`src/rtl/mac_pkg.sv`:
```
package mac_pkg;
  localparam int unsigned INSTR_W = 16;
  localparam int unsigned NUM_ACC = 2;
  localparam int unsigned FLAG_W  = 4;
  localparam int unsigned FLAG_Z  = 0;
  localparam int unsigned FLAG_N  = 1;
  localparam int unsigned FLAG_E  = 2;
  localparam int unsigned FLAG_V  = 3;

  typedef enum logic [1:0] {PROD_HOLD, PROD_LOAD, PROD_ADD, PROD_SUB} prod_op_e;
  typedef enum logic [1:0] {ACC_HOLD, ACC_ROUND, ACC_SUM, ACC_MOVE} acc_op_e;

  typedef struct packed {
    logic     legal;
    prod_op_e prod_op;
    acc_op_e  acc_op;
    logic     a_acc;   // operand a from accumulator middle
    logic     a_sel;
    logic     b_sel;
    logic     dst;
  } mac_cmd_t;

  // bits 10:9 of the multiply groups pick the accumulator side effect
  function automatic acc_op_e acc_op_of(input logic [1:0] f);
    case (f)
      2'b01:   return ACC_ROUND;
      2'b10:   return ACC_SUM;
      2'b11:   return ACC_MOVE;
      default: return ACC_HOLD;
    endcase
  endfunction
endpackage

```
`src/rtl/mac_decode.sv`:
```
module mac_decode
  import mac_pkg::*;
(
  input  logic [INSTR_W-1:0] instr_i,
  output mac_cmd_t           cmd_o
);
  always_comb begin
    cmd_o         = '0;
    cmd_o.prod_op = PROD_HOLD;
    cmd_o.acc_op  = ACC_HOLD;
    cmd_o.dst     = instr_i[8];
    casez (instr_i[15:8])
      8'b1001_?000, 8'b1001_?01?, 8'b1001_?1??: begin
        cmd_o.legal   = 1'b1;
        cmd_o.prod_op = PROD_LOAD;
        cmd_o.acc_op  = acc_op_of(instr_i[10:9]);
        cmd_o.a_sel   = instr_i[11];
        cmd_o.b_sel   = instr_i[11];
      end
      8'b110?_?000, 8'b110?_?01?, 8'b110?_?1??: begin
        cmd_o.legal   = 1'b1;
        cmd_o.prod_op = PROD_LOAD;
        cmd_o.acc_op  = acc_op_of(instr_i[10:9]);
        cmd_o.a_acc   = 1'b1;
        cmd_o.a_sel   = instr_i[12];
        cmd_o.b_sel   = instr_i[11];
      end
      8'b1110_1???: begin
        cmd_o.legal   = 1'b1;
        cmd_o.prod_op = instr_i[10] ? PROD_SUB : PROD_ADD;
        cmd_o.a_acc   = 1'b1;
        cmd_o.a_sel   = instr_i[9];
        cmd_o.b_sel   = instr_i[8];
      end
      8'b1111_0?1?: begin
        cmd_o.legal   = 1'b1;
        cmd_o.prod_op = instr_i[10] ? PROD_SUB : PROD_ADD;
        cmd_o.a_sel   = instr_i[8];
        cmd_o.b_sel   = instr_i[8];
      end
      default: ;
    endcase
  end
endmodule

```
`src/rtl/mac_mult.sv`:
```
module mac_mult #(
  parameter int unsigned DATA_W = 16,
  parameter int unsigned ACC_W  = 40
) (
  input  logic [DATA_W-1:0] a_i,
  input  logic [DATA_W-1:0] b_i,
  input  logic              unscaled_i,
  output logic [ACC_W-1:0]  prod_o
);
  localparam int unsigned PROD_W = 2 * DATA_W;

  logic signed [PROD_W-1:0] raw;
  logic        [ACC_W-1:0]  ext;

  assign raw    = $signed(a_i) * $signed(b_i);
  assign ext    = {{(ACC_W-PROD_W){raw[PROD_W-1]}}, raw};
  assign prod_o = unscaled_i ? ext : (ext << 1);
endmodule

```
`src/rtl/mac_acc_path.sv`:
```
module mac_acc_path
  import mac_pkg::*;
#(
  parameter int unsigned DATA_W = 16,
  parameter int unsigned ACC_W  = 40
) (
  input  prod_op_e          prod_op_i,
  input  acc_op_e           acc_op_i,
  input  logic [ACC_W-1:0]  prod_q_i,
  input  logic [ACC_W-1:0]  acc_old_i,
  input  logic [ACC_W-1:0]  mult_i,
  output logic [ACC_W-1:0]  prod_d_o,
  output logic [ACC_W-1:0]  acc_d_o,
  output logic [FLAG_W-1:0] flags_d_o
);
  localparam int unsigned     TOP_LSB = 2 * DATA_W - 1;
  localparam logic [ACC_W-1:0] ONE    = {{(ACC_W-1){1'b0}}, 1'b1};
  localparam logic [ACC_W-1:0] RND_INC  = ONE << (DATA_W - 1);
  localparam logic [ACC_W-1:0] RND_MASK = ~((ONE << DATA_W) - ONE);

  logic [ACC_W-1:TOP_LSB] top;

  always_comb begin
    case (prod_op_i)
      PROD_LOAD: prod_d_o = mult_i;
      PROD_ADD:  prod_d_o = prod_q_i + mult_i;
      PROD_SUB:  prod_d_o = prod_q_i - mult_i;
      default:   prod_d_o = prod_q_i;
    endcase
  end

  always_comb begin
    case (acc_op_i)
      ACC_SUM:   acc_d_o = acc_old_i + prod_q_i;
      ACC_MOVE:  acc_d_o = prod_q_i;
      ACC_ROUND: acc_d_o = (prod_q_i + RND_INC) & RND_MASK;
      default:   acc_d_o = acc_old_i;
    endcase
  end

  assign top = acc_d_o[ACC_W-1:TOP_LSB];

  always_comb begin
    flags_d_o         = '0;
    flags_d_o[FLAG_Z] = (acc_d_o == '0);
    flags_d_o[FLAG_N] = acc_d_o[ACC_W-1];
    flags_d_o[FLAG_E] = !((&top) || (~|top));
    flags_d_o[FLAG_V] = 1'b0;
  end
endmodule

```
`src/rtl/mac_unit.sv`:
```
module mac_unit
  import mac_pkg::*;
#(
  parameter int unsigned DATA_W = 16,
  parameter int unsigned ACC_W  = 40
) (
  input  logic                clk_i,
  input  logic                rst_ni,
  input  logic                valid_i,
  input  logic [INSTR_W-1:0]  instr_i,
  input  logic [DATA_W-1:0]   ax0_h_i,
  input  logic [DATA_W-1:0]   ax0_l_i,
  input  logic [DATA_W-1:0]   ax1_h_i,
  input  logic [DATA_W-1:0]   ax1_l_i,
  input  logic                unscaled_i,
  output logic [ACC_W-1:0]    prod_o,
  output logic [ACC_W-1:0]    acc0_o,
  output logic [ACC_W-1:0]    acc1_o,
  output logic [FLAG_W-1:0]   flags_o,
  output logic                done_o
);
  localparam int unsigned MID_LO = DATA_W;
  localparam int unsigned MID_HI = 2 * DATA_W - 1;

  logic [DATA_W-1:0] ax_h [NUM_ACC];
  logic [DATA_W-1:0] ax_l [NUM_ACC];
  logic [ACC_W-1:0]  acc_q [NUM_ACC];

  mac_cmd_t          cmd;
  logic              fire, acc_wr;
  logic [DATA_W-1:0] op_a, op_b;
  logic [ACC_W-1:0]  mult, prod_d, acc_d, acc_old;
  logic [ACC_W-1:0]  prod_q;
  logic [FLAG_W-1:0] flags_d, flags_q;
  logic              done_q;

  assign ax_h[0] = ax0_h_i;
  assign ax_h[1] = ax1_h_i;
  assign ax_l[0] = ax0_l_i;
  assign ax_l[1] = ax1_l_i;

  mac_decode u_dec (
    .instr_i (instr_i),
    .cmd_o   (cmd)
  );

  assign fire   = valid_i & cmd.legal;
  assign acc_wr = fire && (cmd.acc_op != ACC_HOLD);
  assign op_a   = cmd.a_acc ? acc_q[cmd.a_sel][MID_HI:MID_LO] : ax_l[cmd.a_sel];
  assign op_b   = ax_h[cmd.b_sel];
  assign acc_old = acc_q[cmd.dst];

  mac_mult #(.DATA_W(DATA_W), .ACC_W(ACC_W)) u_mult (
    .a_i        (op_a),
    .b_i        (op_b),
    .unscaled_i (unscaled_i),
    .prod_o     (mult)
  );

  mac_acc_path #(.DATA_W(DATA_W), .ACC_W(ACC_W)) u_path (
    .prod_op_i (cmd.prod_op),
    .acc_op_i  (cmd.acc_op),
    .prod_q_i  (prod_q),
    .acc_old_i (acc_old),
    .mult_i    (mult),
    .prod_d_o  (prod_d),
    .acc_d_o   (acc_d),
    .flags_d_o (flags_d)
  );

  always_ff @(posedge clk_i or negedge rst_ni) begin
    if (!rst_ni) begin
      prod_q  <= '0;
      flags_q <= '0;
      done_q  <= 1'b0;
    end else begin
      done_q <= fire;
      if (fire)   prod_q  <= prod_d;
      if (acc_wr) flags_q <= flags_d;
    end
  end

  for (genvar g = 0; g < NUM_ACC; g++) begin : g_acc
    logic [ACC_W-1:0] q;
    always_ff @(posedge clk_i or negedge rst_ni) begin
      if (!rst_ni)                        q <= '0;
      else if (acc_wr && (cmd.dst == g))  q <= acc_d;
    end
    assign acc_q[g] = q;
  end

  assign prod_o  = prod_q;
  assign acc0_o  = acc_q[0];
  assign acc1_o  = acc_q[1];
  assign flags_o = flags_q;
  assign done_o  = done_q;
endmodule

```
`config.mk`:
```
export PLATFORM = sky130hd
export DESIGN_NAME = mac_unit
export DESIGN_NICKNAME = d
export VERILOG_FILES = /design/src/rtl/mac_pkg.sv /design/src/rtl/mac_decode.sv /design/src/rtl/mac_mult.sv /design/src/rtl/mac_acc_path.sv /design/src/rtl/mac_unit.sv
export SDC_FILE = /design/constraint.sdc
export NUM_CORES = 1
export LEC_CHECK = 0
export ABC_AREA = 0
export BUFFER_PORTS_ARGS = -buffer_cell sky130_fd_sc_hd__buf_2
export CAP_MARGIN = 20
export CORE_MARGIN = 10
export CORE_UTILIZATION = 40
export CTS_BUF_LIST = sky130_fd_sc_hd__clkbuf_8 sky130_fd_sc_hd__clkbuf_16
export DETAILED_ROUTE_END_ITERATION = 6
export GPL_ROUTABILITY_DRIVEN = 0
export GPL_TIMING_DRIVEN = 0
export PLACE_DENSITY = 0.68
export SLEW_MARGIN = 20
export SYNTH_ARGS = -nofsm -noshare
export SYNTH_HDL_FRONTEND = slang
export SYNTH_SLANG_ARGS = --single-unit
export TNS_END_PERCENT = 100
```
`constraint.sdc`:
```
create_clock -name clk_i -period 11.6 [get_ports clk_i]
set_input_delay 0 -clock clk_i [delete_from_list [all_inputs] [get_ports clk_i]]
set_output_delay 0 -clock clk_i [all_outputs]
set_load 0.005 [all_outputs]
```
### Word-level counts from Yosys, hierarchy flattened

Index checks and enable logic that the tools add are counted.

* order comparisons: 3
* add/sub/neg operators: 4
* mux-type cells: 22
* reduce and logical (&&, ||, !) cells: 17
* multiply operators: 1
* eq/ne operators: 17
* bitwise gates (word level): 5

Operator list (count)
* $pmux 40 s3: 2
* $mux 32: 4
* $mux 40: 3
* $mux 16: 7
* $add 40x40->40: 2
* $add 40x16->40 const B: 1
* $logic_not 40->1: 1
* $sub 40x40->40: 1
* $mul 16x16->32: 1
* $eq 6x6->1 const B: 3
* $eq 5x5->1 const B: 3
* $eq 2x2->1 const B: 6
* $reduce_and 9->1: 1
* $reduce_or 9->1: 1
* $pmux 2 s4: 1
* $eq 7x7->1 const B: 1
* $eq 2x1->1 const B: 3
* $ge 2x2->1 const B: 3
* $not 1->2: 3
* $pmux 2 s3: 1
* $pmux 3 s2: 1
* $reduce_or 3->1: 2
* $reduce_or 6->1: 1
* $eq 4x4->1 const B: 1
* other kinds (12): 16

* input port bits: 84
* output and inout port bits: 125
* bits in registers: 124

### Logic depth before layout (Yosys ltp)

Gate-level depths: netlist of run 1.

* depth in word-level cells: 12
* depth in mapped cells: 48
* mapped depth without buffers: 43

### Cells and area by module

From an unflattened synthesis of run 1, not the netlist that was laid out.

* cell total of the unflattened synthesis: 2637
* area, all modules: 23660.2 um^2

Modules (own cells, without submodules)
* mac_mult: area an instance 10436.3 um^2, instances 1, cells each 1172
* mac_acc_path: area an instance 7332.0 um^2, instances 1, cells each 1095
* mac_unit: area an instance 5736.8 um^2, instances 1, cells each 349
* mac_decode: area an instance 155.1 um^2, instances 1, cells each 21

### Worst setup path after synthesis of run 1

No wires, ideal clock.

* path type: input to register
* start point: input port instr_i[9]
* end point: register prod_q[39], in the netlist prod_o[39]
* data arrival time: 10485 ps
* data required time: 11463 ps
* setup slack: 978 ps
* cell stages on the path: 44
* cells stage by stage: buf_4 > or3b_1 > nand3_1 > a21o_1 > clkbuf_1 > buf_1 > clkbuf_1 > mux2i_1 > mux2i_1 > nand2_1 > fa_1 > inv_1 > fa_1 > inv_1 > fa_1 > inv_1 > fa_1 > fa_1 > (+8 left out) > o311ai_2 > a211o_1 > a31oi_2 > o41a_1 > a31oi_1 > a21oi_1 > xnor2_1 > ha_1 > and2_1 > o21ai_0 > nand2b_1 > a21oi_1 > nand2_1 > a31o_2 > a311o_1 > xor2_1 > a41oi_1 > o311ai_1

* cells in the longest elaborated chain, start to end: 12
* elaborated cells on any way between the ends: 36
* those cells by class: add/sub: 2; mul: 1; eq/ne: 8; mux: 15; bitwise: 3; reduce/logical: 7

Ends and longest elaborated chain
* from (decl): line mac_unit.sv:10 `input logic [INSTR_W-1:0] instr_i,`
* $eq 7x7->1, or another cell as far along: line mac_decode.sv:12 `casez (instr_i[15:8])`
* $reduce_or 3->1: line mac_decode.sv:12
* $pmux 2 s4: line mac_decode.sv:12
* $not 1->2 (not written as such): line mac_unit.sv:49 `assign op_a = cmd.a_acc ? acc_q[cmd.a_sel][MID_HI:MID_LO] : ax_l[cmd.a_sel];`
* $mux 16 (not written as such) or $mux 32 (tied branches) (3 in a row): line mac_unit.sv:49
* $mux 16: line mac_unit.sv:49
* $mul 16x16->32: line mac_mult.sv:15 `assign raw = $signed(a_i) * $signed(b_i);`
* $mux 32: line mac_mult.sv:17 `assign prod_o = unscaled_i ? ext : (ext << 1);`
* $sub 40x40->40 or $add 40x40->40 (tied branches): line mac_acc_path.sv:27, mac_acc_path.sv:26
* $pmux 40 s3: line mac_acc_path.sv:24 `case (prod_op_i)`
* to (signal assigned): line mac_unit.sv:78 `if (fire) prod_q <= prod_d;`
* to (decl): line mac_unit.sv:33 `logic [ACC_W-1:0] prod_q;`

Several ways; a longest one is shown, not always the timed one. The select of a mux whose other input is x is not followed.
A chain may end at the register's enable or synchronous reset.

### Final worst setup path of run 1

Ends and elaborated chain as after synthesis.

==> results of run 1 <==
cells by family after synthesis:
| family | after synthesis | synth area share, % |
|---|---|---|
| AO/OA/AOI/OAI | 629 | 17.3 |
| flip-flops | 124 | 13.5 |
| buffers and inverters | 436 | 7.19 |
| adder cells (fa/ha/maj) | 426 | 31.7 |
| other | 1 | 0.0163 |
| multiplexers | 166 | 7.67 |
| AND/OR/NAND/NOR | 897 | 17.3 |
| XOR/XNOR | 142 | 5.40 |
metal layers:
layer | global-route usage [%] | wire (um) | vias to the layer above
li1 | - | - | 10076
met1 | 30.4 | 32800 | 10652
met2 | 37.2 | 36500 | 1060
met3 | 4.18 | 6900 | 195
met4 | 8.15 | 3260 | 2
met5 | 0 | 7 | -
cell usage after synthesis, drive strengths merged (6+ instances only):
| cell type | instances |
|---|---|
| nand2 | 371 |
| inv | 329 |
| nor2 | 284 |
| fa | 264 |
| a21oi | 187 |
| o21ai | 177 |
| ha | 162 |
| dfrtp | 124 |
| clkbuf | 85 |
| mux2i | 85 |
| mux2 | 81 |
| xnor2 | 72 |
| xor2 | 70 |
| nand3 | 43 |
| a21o | 41 |
| nor3 | 32 |
| nand2b | 28 |
| a31oi | 25 |
| and3 | 25 |
| nand4 | 22 |
| buf | 21 |
| o211ai | 20 |
| a211oi | 18 |
| o21a | 17 |
| and2 | 16 |
| nor2b | 14 |
| a221oi | 13 |
| nor4 | 13 |
| or3 | 13 |
| a22oi | 10 |
| o22ai | 10 |
| o31ai | 9 |
| or2 | 9 |
| a21boi | 8 |
| a22o | 8 |
| nor3b | 8 |
| o21bai | 8 |
| a211o | 7 |
| a31o | 7 |
| o311ai | 7 |
| a41oi | 6 |
| o2111ai | 6 |
worst paths after layout:
path                                         from                     end  slack [ns]  cells after the start
min in group clk_i                     instr_i[9]   acc1_o[4]$_DFFE_PN0P_        0.15                      4
setup reg to reg           acc0_o[16]$_DFFE_PN0P_  prod_o[39]$_DFFE_PN0P_        1.00                     38
hold reg to reg             acc1_o[3]$_DFFE_PN0P_   acc1_o[3]$_DFFE_PN0P_        0.50                      2
hold / removal                             rst_ni  acc1_o[34]$_DFFE_PN0P_        0.05                      2
setup / recovery                       instr_i[9]  prod_o[39]$_DFFE_PN0P_        0.56                     44
max in group asynchronous                  rst_ni   prod_o[2]$_DFFE_PN0P_       10.79                      3
cell usage in the layout (no fill, tap or decap), types with 22 or more instances in the layout:
cell type,count
sky130_fd_sc_hd__clkbuf_1,73
sky130_fd_sc_hd__nor3_1,30
sky130_fd_sc_hd__mux2i_1,48
sky130_fd_sc_hd__dfrtp_1,124
sky130_fd_sc_hd__and3_1,25
sky130_fd_sc_hd__fa_1,263
sky130_fd_sc_hd__xor2_1,69
sky130_fd_sc_hd__nand4_1,22
sky130_fd_sc_hd__nand3_1,42
sky130_fd_sc_hd__a21oi_1,183
sky130_fd_sc_hd__nor2_1,283
sky130_fd_sc_hd__buf_2,199
sky130_fd_sc_hd__a21o_1,40
sky130_fd_sc_hd__o21ai_0,170
sky130_fd_sc_hd__ha_1,162
sky130_fd_sc_hd__a31oi_1,24
sky130_fd_sc_hd__nand2_1,369
sky130_fd_sc_hd__inv_1,329
sky130_fd_sc_hd__mux2_2,74
sky130_fd_sc_hd__nand2b_1,28
sky130_fd_sc_hd__xnor2_1,70
state kept, by name (all words and copies together) (netlist names):
| register | count |
|---|---|
| done_o | 1 |
| acc0_o | 40 |
| prod_o | 40 |
| acc1_o | 40 |
| flags_o | 3 |
area by class of cell:
| class | count | area, um2 | share of cell area, % |
|---|---|---|---|
| multi-input cells | 2262 | 18700 | 71.5 |
| flip-flops and latches | 124 | 3100 | 11.8 |
| inverters | 330 | 1240 | 4.72 |
| repair buffers | 210 | 1150 | 4.38 |
| well taps | 756 | 946 | 3.61 |
| plain buffers | 104 | 442 | 1.68 |
| clock buffers | 18 | 439 | 1.68 |
| clock inverters | 14 | 161 | 0.616 |
| diodes | 1 | 2.50 | 0.00954 |
timing repair:
action	in CTS	in global routing
gates resized for setup	26	84
pin swaps	1	1
cloned	0	1
hold buffers	2	0
setup endpoints to repair	14	16
endpoints found under the hold margin	127	0
buffers inserted	3	8
through the flow:
step                setup slack [ns]  TNS (ns)
floorplan                      0.978         0
global placement               -1.38    -16.32
detailed placement             -1.26    -13.73
CTS                           0.0160         0
global route                 -0.0658    -0.114
finish                         0.560         0
==> key figures, run 1 <==
Run status
  – Outcome: completed

Timing
  – Number of failing hold endpoints at the final stage: 0
  – Final worst path period need: 11.04 ns
  – Layout Skew: 0.0116 ns
  – Min Hold Slack: 0.0469 ns
  – Number of pins exceeding their max-slew limit in the final report: 0
  – Count of final setup violators: 0
  – Highest clock frequency the design can meet: 90.6 MHz
  – Final critical-path share of the clock period: 95.2%
  – Worst slew pin tran: 1.07 ns
  – Worst rel slew slack: 26.5%

Clocking
  – Sink count of the clock tree: 124
  – Number of buffers added by the clock tree synthesis step: 17
  – Level count of the clock H-tree: 4
  – Clk slew on worst S/H paths: 0.06 ns
  – Longest Clk Path Bufs: 2
  – Clock latency on the worst-skew pair: 0.45 ns
  – Clk root buf: sky130_fd_sc_hd__clkbuf_16
  – TritonCTS clock tree: yes

Synthesis
  – Number of cells produced by synthesis: 2821
  – Yosys top cell by area: sky130_fd_sc_hd__fa_1
  – Synth top area share: 22.9%
  – Top area cells in the synthesized netlist: sky130_fd_sc_hd__fa_1 (23%), sky130_fd_sc_hd__dfrtp_1 (13%), sky130_fd_sc_hd__ha_1 (8.8%), sky130_fd_sc_hd__nand2_1 (6.0%), sky130_fd_sc_hd__inv_1 (5.4%)
  – Asr flop ratio synth: 100%
  – Cell Area, Synth: 23000 um2
  – Net count after synthesis: 3331
  – Yosys Warn Count: 0
  – Total of flip-flops plus latches after synthesis: 124
  – Portion of the post-synthesis area used by sequential elements: 13.5%
  – Post-synth EDFFs: 0
  – Average cell area after synthesis: 8.17 um2
  – Synth cell types: 93
  – Most used flip-flop cell after synthesis: sky130_fd_sc_hd__dfrtp_1

Worst setup path
  – Buffers and inverters on the worst path: 8
  – Max incr delay on CP: 0.56 ns
  – Required time at the worst-slack endpoint: 11.91 ns
  – Peak fanout along the critical path: 10
  – Setup crit end kind: flop
  – Worst setup path category: in2reg
  – Arrival time reported for the critical path endpoint: 11.35 ns
  – Nature of the critical path startpoint: input pin
  – Most Frequent Cell on Critical Path: sky130_fd_sc_hd__fa_1
  – Standard cell with the maximum stage delay on the critical path: sky130_fd_sc_hd__mux2i_1
  – Kind of cell adding the most delay to the critical path: adder cells

Finish
  – Final cell count without fillers: 3819
  – Net count reported at finish: 3559
  – Filler Cell Count: 5515
  – Fraction of layout instances using a drive strength above 1: 14.0%
  – Area growth from synthesis to layout: 13.8%
  – Summed area of non-filler cells in the final layout: 26200 um2
  – Final core occ: 46.2%

Floorplanning
  – Row Count: 87
  – Area enclosed by the die boundary: 67600 um2
  – Top Ports: 209
  – Core Box Area: 56700 um2
  – Die span in y: 260 um
  – Chip width: 260 um
  – Initial Utilization: 40.6%

Drt
  – Average routed wire per standard cell: 20.8 um
  – Number of nets still failing antenna checks after routing: 0
  – Count of TritonRoute iterations in the first routing pass: 6
  – DRC marker count from the first detailed-route iteration: 1993
  – Total via count in the routed design: 21985
  – Number of remaining DRC errors: 0
  – Total Routed Length: 79500 um
  – Number of vias per cell: 5.76

GRT
  – Wire length of the first global-routing pass: 124000 um
  – Maximum number of pins on one net before global-route repair: 82
  – Number of antenna violations at the first check in global routing: 2
  – Total global-route track usage: 23.1%
  – Via count of the first global-routing pass: 21529
  – Global route overflow: 0

Placed design
  – Dpl cells: 3774
  – Half-perimeter wire length after detailed placement: 65100 um
  – Number of I/O port buffers: 195
  – Dpl cell area: 25000 um2

Hold path
  – Hold/Removal Path Class: in2async

Flow run
  – Number of maximum-capacitance violations: 0
Power of run 1 is not shown: default switching activity piles up to over one toggle a cycle in this logic, so the estimate is an artifact.
==> run 2, diff against run 1 <==
--- a/config.mk
+++ b/config.mk
@@ -5,7 +5,7 @@
 export SDC_FILE = /design/constraint.sdc
 export NUM_CORES = 1
 export LEC_CHECK = 0
-export ABC_AREA = 0
+export ABC_AREA = 1
 export BUFFER_PORTS_ARGS = -buffer_cell sky130_fd_sc_hd__buf_2
 export CAP_MARGIN = 20
 export CORE_MARGIN = 10
@@ -15,7 +15,8 @@
 export GPL_ROUTABILITY_DRIVEN = 0
 export GPL_TIMING_DRIVEN = 0
 export PLACE_DENSITY = 0.68
-export SLEW_MARGIN = 20
+export SKIP_CTS_REPAIR_TIMING = 1
+export SLEW_MARGIN = 25
 export SYNTH_ARGS = -nofsm -noshare
 export SYNTH_HDL_FRONTEND = slang
 export SYNTH_SLANG_ARGS = --single-unit
==> key figures, run 2 <==
Run status
  – Outcome: finished, violations left
  – Failing checks: design-rule violations

Synthesis
  – Synth top area share: 21.4% (-1.6 points)
  – Synth cell types: 53 (-43%)
  – Yosys top cell by area: sky130_fd_sc_hd__fa_1
  – Total of flip-flops plus latches after synthesis: 124 (unchanged)
  – Yosys Warn Count: 0 (unchanged)
  – Cell types with the highest counts after synthesis: sky130_fd_sc_hd__nand2_1 (1041), sky130_fd_sc_hd__inv_1 (760), sky130_fd_sc_hd__nor2_1 (394), sky130_fd_sc_hd__o21ai_0 (276), sky130_fd_sc_hd__fa_1 (264)
  – Cell with the most instances after synthesis: sky130_fd_sc_hd__nand2_1
  – Net count after synthesis: 4364 (+31%)
  – Cell Area, Synth: 24700 um2 (+7.3%)
  – Top area cells in the synthesized netlist: sky130_fd_sc_hd__fa_1 (21%), sky130_fd_sc_hd__nand2_1 (16%), sky130_fd_sc_hd__dfrtp_1 (13%), sky130_fd_sc_hd__inv_1 (12%), sky130_fd_sc_hd__ha_1 (8.2%)
  – Asr flop ratio synth: 100% (unchanged)
  – Number of cells produced by synthesis: 3854 (+37%)
  – Average cell area after synthesis: 6.41 um2 (-21%)
  – Portion of the post-synthesis area used by sequential elements: 12.6% (-0.91 points)
  – Post-synth EDFFs: 0 (unchanged)
  – Most used flip-flop cell after synthesis: sky130_fd_sc_hd__dfrtp_1

Worst setup path
  – Standard cell with the maximum stage delay on the critical path: sky130_fd_sc_hd__o21ai_1
  – Required time at the worst-slack endpoint: 11.88 ns (-0.03 ns)
  – Buffers and inverters on the worst path: 9 (+1)
  – Arrival time reported for the critical path endpoint: 11.10 ns (-0.25 ns)
  – Most Frequent Cell on Critical Path: sky130_fd_sc_hd__nand2_1
  – Max incr delay on CP: 0.74 ns (+0.18 ns)
  – Nature of the critical path startpoint: input pin
  – Worst setup path category: in2reg
  – Setup crit end kind: flop
  – Kind of cell adding the most delay to the critical path: simple AND/OR/NAND/NOR gates
  – Peak fanout along the critical path: 12 (+2)

Hold path
  – Hold/Removal Path Class: in2async

Floorplanning
  – Area enclosed by the die boundary: 72100 um2 (+6.7%)
  – Core Box Area: 61500 um2 (+8.4%)
  – Die span in y: 269 um (+3.3%)
  – Initial Utilization: 40.2% (-0.43 points)
  – Chip width: 269 um (+3.3%)
  – Top Ports: 209 (unchanged)
  – Row Count: 91 (+4.6%)

Timing
  – Layout Skew: 0.0153 ns (+0.00362 ns)
  – Highest clock frequency the design can meet: 92.5 MHz (+2.1%)
  – RSZ-0062 raised after global routing: false
  – Summed negative setup slack over all endpoints: 0 ns (unchanged)
  – Worst rel slew slack: 27.5% (+1.0 points)
  – Number of pins exceeding their max-slew limit in the final report: 0 (unchanged)
  – Final critical-path share of the clock period: 93.2% (-2.0 points)
  – Count of final setup violators: 0 (unchanged)
  – Number of failing hold endpoints at the final stage: 0 (unchanged)
  – Worst slew pin tran: 1.08 ns (+0.00388 ns)
  – Final worst path period need: 10.81 ns (-0.227 ns)

Clocking
  – Longest Clk Path Bufs: 2 (unchanged)
  – Clock latency on the worst-skew pair: 0.44 ns (about the same)
  – Sink count of the clock tree: 124 (unchanged)
  – Clk slew on worst S/H paths: 0.06 ns (about the same)
  – Clk root buf: sky130_fd_sc_hd__clkbuf_16
  – Level count of the clock H-tree: 4 (unchanged)
  – Number of buffers added by the clock tree synthesis step: 17 (unchanged)
  – TritonCTS clock tree: yes

Drt
  – Number of remaining DRC errors: 16 (+16)
  – Total Routed Length: 92800 um (+17%)
  – DRC marker count from the first detailed-route iteration: 3015 (+51%)
  – Number of nets still failing antenna checks after routing: 0 (unchanged)
  – Count of TritonRoute iterations in the first routing pass: 7 (+1)
  – Total via count in the routed design: 26539 (+21%)
  – Average routed wire per standard cell: 19.0 um (-8.6%)
  – Number of vias per cell: 5.44 (-5.4%)

Finish
  – Final core occ: 44.6% (-1.6 points)
  – Top library cells by usage in the layout, fill and taps aside: sky130_fd_sc_hd__nand2_1 (1041), sky130_fd_sc_hd__inv_1 (761), sky130_fd_sc_hd__nor2_1 (393)
  – Summed area of non-filler cells in the final layout: 27400 um2 (+4.6%)
  – Commonest non-fill, non-tap cell in the layout: sky130_fd_sc_hd__nand2_1
  – Antenna diode instance count: 0 (-1)
  – Fraction of layout instances using a drive strength above 1: 7.69% (-6.3 points)
  – Filler Cell Count: 6503 (+18%)
  – Area growth from synthesis to layout: 10.9%
  – Net count reported at finish: 4582 (+29%)

Placed design
  – Number of I/O port buffers: 198 (+1.5%)
  – Half-perimeter wire length after detailed placement: 78500 um (+21%)
  – Dpl cell area: 26700 um2 (+6.8%)

GRT
  – Wire length of the first global-routing pass: 143000 um (+15%)
  – Maximum number of pins on one net before global-route repair: 72 (-12%)
  – Total global-route track usage: 25.4% (+2.3 points)
  – Number of antenna violations at the first check in global routing: 2 (unchanged)
  – Global route overflow: 0 (unchanged)
  – Via count of the first global-routing pass: 25026 (+16%)

Flow run
  – Number of maximum-capacitance violations: 0 (unchanged)
[run 2: changes by cell type in the layout (fill, tap and decap cells not counted), moves of 74 or more]
| cell | before | now |
|---|---|---|
| sky130_fd_sc_hd__nor2_1 | 283 | 393 |
| sky130_fd_sc_hd__inv_1 | 329 | 761 |
| sky130_fd_sc_hd__nand3_1 | 42 | 230 |
| sky130_fd_sc_hd__nand2_1 | 369 | 1041 |
| sky130_fd_sc_hd__mux2_2 | 74 | 0 |
| sky130_fd_sc_hd__o21ai_0 | 170 | 270 |
[run 2: cell families (layout without fill, tap and decap cells)]
logic type      after synthesis  count (layout)  synth area share [%]
compound gates              569             569                  12.4
flops                       124             124                  12.6
xor+xnor                     58              58                  2.06
fa+ha+maj                   426             426                  29.6
simple gates               1807            1807                  30.1
other cells                   1               1                0.0152
buf+inv                     869            1100                  13.3
[run 2: final timing paths]
| kind | from | end | slack, ns | cells past startpoint |
|---|---|---|---|---|
| hold reg to reg | flags_o[0]$_DFFE_PN0P_ | flags_o[0]$_DFFE_PN0P_ | 0.48 | 2 |
| max in group asynchronous | rst_ni | prod_o[0]$_DFFE_PN0P_ | 10.82 | 3 |
| hold / removal | rst_ni | flags_o[1]$_DFFE_PN0P_ | 0.07 | 2 |
| setup reg to reg | acc0_o[24]$_DFFE_PN0P_ | prod_o[37]$_DFFE_PN0P_ | 1.38 | 46 |
| setup / recovery | instr_i[10] | prod_o[37]$_DFFE_PN0P_ | 0.79 | 49 |
| min in group clk_i | unscaled_i | prod_o[6]$_DFFE_PN0P_ | 0.22 | 4 |
[run 2: per-stage QoR]
stage | hold WS (ns) | cells | worst slack [ns]
after floorplan | -0.296 | 3854 | 2.90
after global placement | 0.401 | 4842 | 0.0895
after global routing | 0.106 | 4875 | 0.0106
final | 0.0697 | 4875 | 0.787
after CTS | -0.511 | 4875 | 0.356
after detailed placement | -0.0490 | 4843 | -0.0373
[run 2: per-layer routing]
layer,global-route usage [%],vias up,wire (um)
met1,33.4,12322,37500
met4,13.8,4,5570
met5,0,-,20
li1,-,12434,-
met2,38.8,1512,39200
met3,4.93,267,10400
[run 2: area by class of cell]
| class | instances | area, um2 | area share [%] |
|---|---|---|---|
| clock inverter | 13 | 189 | 0.689 |
| clock buffer | 19 | 453 | 1.65 |
| timing repair buffer | 200 | 1040 | 3.79 |
| tap | 790 | 988 | 3.60 |
| multi-input combinational | 2861 | 18400 | 67.0 |
| sequential | 124 | 3100 | 11.3 |
| inverter | 781 | 2930 | 10.7 |
| buffer | 87 | 354 | 1.29 |
Power of run 2 is left out for the same reason.
